$ cat src/rtl/cfgl_pkg.sv
package cfgl_pkg;
  localparam int BYTE_W      = 8;
  localparam int PAIR_W      = 2 * BYTE_W;
  localparam logic [BYTE_W-1:0] ERASED_BYTE = 8'hFF;
  localparam logic [BYTE_W-1:0] PROT_OPEN   = 8'hA5;

  // Index of each named field in the flat pair order
  localparam int IDX_PROT  = 0;
  localparam int IDX_SYS   = 1;
  localparam int IDX_USER0 = 2;
  localparam int IDX_USER1 = 3;
  localparam int IDX_WP0   = 4;

  // Bit positions inside the system configuration byte
  localparam int SYS_BOOT_BIT = 3;
  localparam int SYS_WDT_BIT  = 0;
endpackage

$ cat src/rtl/cfgl_seq.sv
// Issues one read per word after reset and tracks which word returns.
module cfgl_seq #(
  parameter int WORDS  = 4,
  parameter int ADDR_W = 2
) (
  input  logic              clk,
  input  logic              rst_n,
  output logic              rd_en,
  output logic [ADDR_W-1:0] rd_addr,
  output logic              word_vld,
  output logic [ADDR_W-1:0] word_idx,
  output logic              word_last
);
  localparam logic [ADDR_W:0]   CNT_END  = (ADDR_W+1)'(WORDS);
  localparam logic [ADDR_W-1:0] IDX_LAST = ADDR_W'(WORDS - 1);

  logic [ADDR_W:0]   cnt_q;
  logic              vld_q;
  logic [ADDR_W-1:0] idx_q;

  assign rd_en   = (cnt_q < CNT_END);
  assign rd_addr = cnt_q[ADDR_W-1:0];

  always_ff @(posedge clk) begin
    if (!rst_n) begin
      cnt_q <= '0;
    end else if (rd_en) begin
      cnt_q <= cnt_q + 1'b1;
    end
  end

  // Read data comes back one cycle after the strobe
  always_ff @(posedge clk) begin
    if (!rst_n) begin
      vld_q <= 1'b0;
      idx_q <= '0;
    end else begin
      vld_q <= rd_en;
      idx_q <= rd_addr;
    end
  end

  assign word_vld  = vld_q;
  assign word_idx  = idx_q;
  assign word_last = vld_q && (idx_q == IDX_LAST);
endmodule

$ cat src/rtl/cfgl_pair_chk.sv
// Validates one value/complement pair; a bad pair yields the erased value.
module cfgl_pair_chk
  import cfgl_pkg::*;
(
  input  logic [PAIR_W-1:0] pair,
  output logic [BYTE_W-1:0] val,
  output logic              bad
);
  logic [BYTE_W-1:0] lo_b;
  logic [BYTE_W-1:0] hi_b;
  logic              compl_ok;
  logic              erased;

  assign lo_b     = pair[BYTE_W-1:0];
  assign hi_b     = pair[PAIR_W-1:BYTE_W];
  assign compl_ok = (hi_b == ~lo_b);
  assign erased   = &pair;
  assign bad      = !(compl_ok || erased);
  assign val      = bad ? ERASED_BYTE : lo_b;
endmodule

$ cat src/rtl/cfgl_store.sv
// Holds checked bytes, the sticky error and done; gates outputs to defaults.
module cfgl_store
  import cfgl_pkg::*;
#(
  parameter int PPW    = 2,
  parameter int NPAIRS = 8,
  parameter int ADDR_W = 2,
  parameter int WP_W   = 32
) (
  input  logic                  clk,
  input  logic                  rst_n,
  input  logic                  word_vld,
  input  logic [ADDR_W-1:0]     word_idx,
  input  logic                  word_last,
  input  logic [PPW*BYTE_W-1:0] word_vals,
  input  logic [PPW-1:0]        word_bads,
  output logic                  done,
  output logic                  data_err,
  output logic                  acc_prot_on,
  output logic [BYTE_W-1:0]     sys_cfg,
  output logic [BYTE_W-1:0]     user0,
  output logic [BYTE_W-1:0]     user1,
  output logic [WP_W-1:0]       wp_open,
  output logic                  boot_bank1_only,
  output logic                  wdt_auto_on
);
  localparam int WP_BYTES = WP_W / BYTE_W;

  logic [BYTE_W-1:0] byte_q [NPAIRS];
  logic              done_q;
  logic              err_q;

  always_ff @(posedge clk) begin
    if (!rst_n) begin
      for (int i = 0; i < NPAIRS; i++) byte_q[i] <= ERASED_BYTE;
    end else if (word_vld) begin
      for (int p = 0; p < PPW; p++) begin
        byte_q[int'(word_idx) * PPW + p] <= word_vals[p*BYTE_W +: BYTE_W];
      end
    end
  end

  always_ff @(posedge clk) begin
    if (!rst_n) begin
      done_q <= 1'b0;
      err_q  <= 1'b0;
    end else begin
      if (word_vld && (|word_bads)) err_q <= 1'b1;
      if (word_last) done_q <= 1'b1;
    end
  end

  assign done     = done_q;
  assign data_err = err_q;

  // Safe values until the whole area has been checked
  assign acc_prot_on = !(done_q && (byte_q[IDX_PROT] == PROT_OPEN));
  assign sys_cfg     = done_q ? byte_q[IDX_SYS]   : ERASED_BYTE;
  assign user0       = done_q ? byte_q[IDX_USER0] : ERASED_BYTE;
  assign user1       = done_q ? byte_q[IDX_USER1] : ERASED_BYTE;

  for (genvar b = 0; b < WP_BYTES; b++) begin : g_wp
    assign wp_open[b*BYTE_W +: BYTE_W] = done_q ? byte_q[IDX_WP0 + b] : '0;
  end

  assign boot_bank1_only = sys_cfg[SYS_BOOT_BIT];
  assign wdt_auto_on     = !sys_cfg[SYS_WDT_BIT];
endmodule

$ cat src/rtl/cfg_word_loader.sv
module cfg_word_loader
  import cfgl_pkg::*;
#(
  parameter int WORDS  = 4,
  parameter int DATA_W = 32,
  parameter int ADDR_W = $clog2(WORDS),
  parameter int WP_W   = (WORDS * (DATA_W / 16) - 4) * 8
) (
  input  logic              clk,
  input  logic              rst_n,
  output logic              rd_en,
  output logic [ADDR_W-1:0] rd_addr,
  input  logic [DATA_W-1:0] rd_data,
  output logic              done,
  output logic              data_err,
  output logic              acc_prot_on,
  output logic [7:0]        sys_cfg,
  output logic [7:0]        user0,
  output logic [7:0]        user1,
  output logic [WP_W-1:0]   wp_open,
  output logic              boot_bank1_only,
  output logic              wdt_auto_on
);
  localparam int PPW    = DATA_W / PAIR_W;
  localparam int NPAIRS = WORDS * PPW;

  logic              word_vld;
  logic [ADDR_W-1:0] word_idx;
  logic              word_last;
  logic [PPW*BYTE_W-1:0] word_vals;
  logic [PPW-1:0]        word_bads;

  cfgl_seq #(.WORDS(WORDS), .ADDR_W(ADDR_W)) seq_i (
    .clk       (clk),
    .rst_n     (rst_n),
    .rd_en     (rd_en),
    .rd_addr   (rd_addr),
    .word_vld  (word_vld),
    .word_idx  (word_idx),
    .word_last (word_last)
  );

  for (genvar p = 0; p < PPW; p++) begin : g_pair
    cfgl_pair_chk pchk_i (
      .pair (rd_data[p*PAIR_W +: PAIR_W]),
      .val  (word_vals[p*BYTE_W +: BYTE_W]),
      .bad  (word_bads[p])
    );
  end

  cfgl_store #(
    .PPW(PPW), .NPAIRS(NPAIRS), .ADDR_W(ADDR_W), .WP_W(WP_W)
  ) store_i (
    .clk             (clk),
    .rst_n           (rst_n),
    .word_vld        (word_vld),
    .word_idx        (word_idx),
    .word_last       (word_last),
    .word_vals       (word_vals),
    .word_bads       (word_bads),
    .done            (done),
    .data_err        (data_err),
    .acc_prot_on     (acc_prot_on),
    .sys_cfg         (sys_cfg),
    .user0           (user0),
    .user1           (user1),
    .wp_open         (wp_open),
    .boot_bank1_only (boot_bank1_only),
    .wdt_auto_on     (wdt_auto_on)
  );
endmodule

$ cat config.mk
export PLATFORM = sky130hd
export DESIGN_NAME = cfg_word_loader
export DESIGN_NICKNAME = d
export VERILOG_FILES = /design/src/rtl/cfgl_pkg.sv /design/src/rtl/cfgl_seq.sv /design/src/rtl/cfgl_pair_chk.sv /design/src/rtl/cfgl_store.sv /design/src/rtl/cfg_word_loader.sv
export SDC_FILE = /design/constraint.sdc
export NUM_CORES = 1
export LEC_CHECK = 0
export BUFFER_PORTS_ARGS = -buffer_cell sky130_fd_sc_hd__buf_2
export CAP_MARGIN = 30
export CORE_MARGIN = 4
export CORE_UTILIZATION = 47
export CTS_CLUSTER_DIAMETER = 40
export DETAILED_ROUTE_END_ITERATION = 7
export GPL_ROUTABILITY_DRIVEN = 0
export PLACE_DENSITY = 0.75
export SLEW_MARGIN = 40
export SYNTH_ARGS = -nofsm -noshare
export SYNTH_HDL_FRONTEND = slang
export SYNTH_SLANG_ARGS = --single-unit
$ cat constraint.sdc
create_clock -name clk -period 1.9 [get_ports clk]
set_input_delay 0.19 -clock clk [delete_from_list [all_inputs] [get_ports clk]]
set_output_delay 0.19 -clock clk [all_outputs]
set_load 0.02 [all_outputs]
==> impl_results.md <==
* Synth Warn # at 0
* Dominant cells by area after synthesis: edfxtp_1, nand3b_1, o211ai_1
* Core Rows at 31
* WL met1 at 3340 um
* Gate count after technology mapping at 285
* WL final at between 8000 and 9000 um
* PortBufs at 97
* Global Route Usage Sum at 0.191
* CP Class: reg2out
* Post-DRT Antenna Nets at 0
* Flop2flop setup slack at between 500 and 600 ps
* VDD IR max at 0.587 mV
* Register area at about 2100 um^2
* DR iter-0 viols at between 150 and 200
* Mapped Nets at 320
* DR pass1 iterations at 5
* Post-synth top area share at 0.547
* WHS Endpoint: seq_i.cnt_q[2]
* Final setup viols at 0
* Fmax at a little over 0.6 GHz
* Worst slew pin tran at between 400 and 500 ps
* Pre-CTS setup slack at roughly 58 ps
* Chip height at around 94 um
* Clock skew at 8.77 ps
* Ports at 98
* Syn avg cell area at 12.3 um^2
* Die X at 94.5 um
* Worst r2r src: seq_i.word_idx[0]
* Num CTS Buffers at 9
* Nature of the critical path startpoint: register
* Worst r2r dst: store_i.byte_q[3][2]
* Setup TNS at 0 ps
* Largest net degree at the start of global routing at 34
* Resized cells post-CTS at 0
* Final WS setup at around 280 ps
* Max-cap viol count at 0
* Fin. max-slew vios at 0
* Vias in the first global route at ~2500
* Initial antenna violation count at 0
* Max-slew headroom at 0.666
* Seq/Total Area, Yosys at 0.592
* Yosys top cell by area: edfxtp_1
* Met2 wire length at slightly above 4000 um
* Worst Hold Class: in2reg
* Tcrit/Tclk final at 0.850
* Unrepaired setup endpoints after global routing: no
* WL/cell at roughly 17 um
* CTS root buffer: clkbuf_8
* CTS max path bufs at 2
* Met3 WL at about 600 um
* Run status: completed
* Remaining DRCs at 0
* Antenna fix cells at 0
* EDFF count, synth at 64
* Minimum clock period at ~1600 ps
* Most numerous cell in the Yosys netlist: edfxtp_1
* CTS tree: done
* Hpwl dp at around 5700 um
* Power density over the cells at between 700 and 800 nW/um^2
* Hold path startpoint: rst_n
* Die footprint at slightly below 9000 um^2
* Ys flop type: edfxtp_1
* Synth top cells by count: edfxtp_1, and2_1, nand3b_1, o211ai_1, nand2b_1
* Reg2reg path depth at 4
* Crit Path Max Fanout at 23
* Layout cells sized above 1 at 0.346
* Via density at 5.32
* Hold_buf cts at 0
* Unique cell type count in the Yosys netlist at 36
* Clk sink count at 72
* Latest clock arrival within the worst-skew pair at roughly 350 ps
* First-pass GRT wire length at around 13000 um
* Grt total ovfl at 0
* Max Used Layer: met4
* Area delta synth->final at 24.1%
* Starting Density at 0.485
* WP data arrival at approximately 1400 ps
* Static Leakage at ~1.5 nW
* Number of H-tree levels at 3
* Register bit total from synthesis at around 70
* Hold Path Stages at 2
* Setup crit end kind: primary output
* # fillers at about 600
* Postcts setup bufs at 0
* Core Box Area at between 7000 and 8000 um^2
* Fraction of registers with async set/reset at 0
* Area of the multi-input gates at around 1300 um^2
* Clk slew on worst S/H paths at ~80 ps
* Vias at roughly 2600
* CP required at about 1700 ps
* Final Hold Violating Endpoints at 0
* Nets at 420
* Post-Syn Area at roughly 3500 um^2
metrics by stage:
stage / power [mW] / instances / util / area (um^2) / hold WS, ps
after floorplan: 1.98 / 285 / - / 3510 / 373
after global placement: 2.11 / 472 / 0.569 / 4130 / 467
after detailed placement: 2.12 / 472 / 0.569 / 4130 / 463
after CTS: 3.43 / 488 / 0.599 / 4350 / 166
after global routing: 3.53 / 489 / 0.602 / 4360 / 176
final: 3.42 / 489 / 0.602 / 4360 / 173
cell type report:
type	count	area share
flip-flops and latches	72	0.477
multi-input cells	178	0.291
repair buffers	113	0.143
clock buffers	9	0.0284
well taps	99	0.0284
clock inverters	7	0.0218
inverters	11	0.00946
cell families (layout without fill, tap and decap cells):
logic type | after synthesis | after routing | synth area share
compound gates | 46 | 46 | 0.0997
buf+inv | 35 | 140 | 0.0513
flops | 72 | 72 | 0.592
mux | 1 | 1 | 0.00285
simple gates | 121 | 121 | 0.228
fa+ha+maj | 1 | 1 | 0.00356
xor+xnor | 9 | 9 | 0.0224
power breakdown:
| part | switching [mW] | internal, mW | leakage, nW |
|---|---|---|---|
| logic | 0.204 | 0.120 | 0.849 |
| registers | 0.0218 | 1.74 | 0.504 |
| clock network | 0.593 | 0.741 | 0.110 |
critical path, stage by stage, from the launching register on:
cell and delay, ps:
dfxtp_1 360, buf_4 240, and3b_1 180, nand4b_1 110, buf_2 180
state kept, by name, indices dropped and copies added (netlist names):
register,count
seq_i.cnt_q,3
seq_i.word_idx,2
seq_i.word_vld,1
store_i.byte_q,64
store_i.data_err,1
store_i.done,1
metal layers:
layer	global-route usage	vias to the layer above
li1	-	1255
met1	0.244	1231
met2	0.309	104
met3	0.0526	13
met4	0.0733	0
met5	0	-
placed cells by master, fill, tap and decap left out, types with 2 or more instances in the layout:
cell type,instances
xor2_1,8
clkbuf_8,9
o21ai_1,2
buf_2,97
inv_1,11
bufinv_16,2
nand2b_1,26
a221oi_1,2
nor3_2,2
nor2b_1,2
o211ai_1,32
edfxtp_1,64
buf_4,14
dfxtp_1,8
nand3b_1,32
and2_1,35
clkinv_2,2
a22o_1,2
nor2_1,4
o22ai_1,4
nand4_1,10
nand2_1,2
worst max-delay path by stage:
stage,from,endpoint,slack (ps),cells after the start
2_1_floorplan,seq_i.word_idx[1],store_i.byte_q[4][0],-150,2
3_3_place_gp,rd_data[0],store_i.byte_q[6][0],150,5
3_5_place_dp,rd_data[0],store_i.byte_q[6][6],60,5
4_1_cts,store_i.done,acc_prot_on,250,4
5_1_grt,store_i.done,acc_prot_on,170,4
6_report,store_i.done,acc_prot_on,280,4
Note: power is estimated with default switching activity, not from simulation.
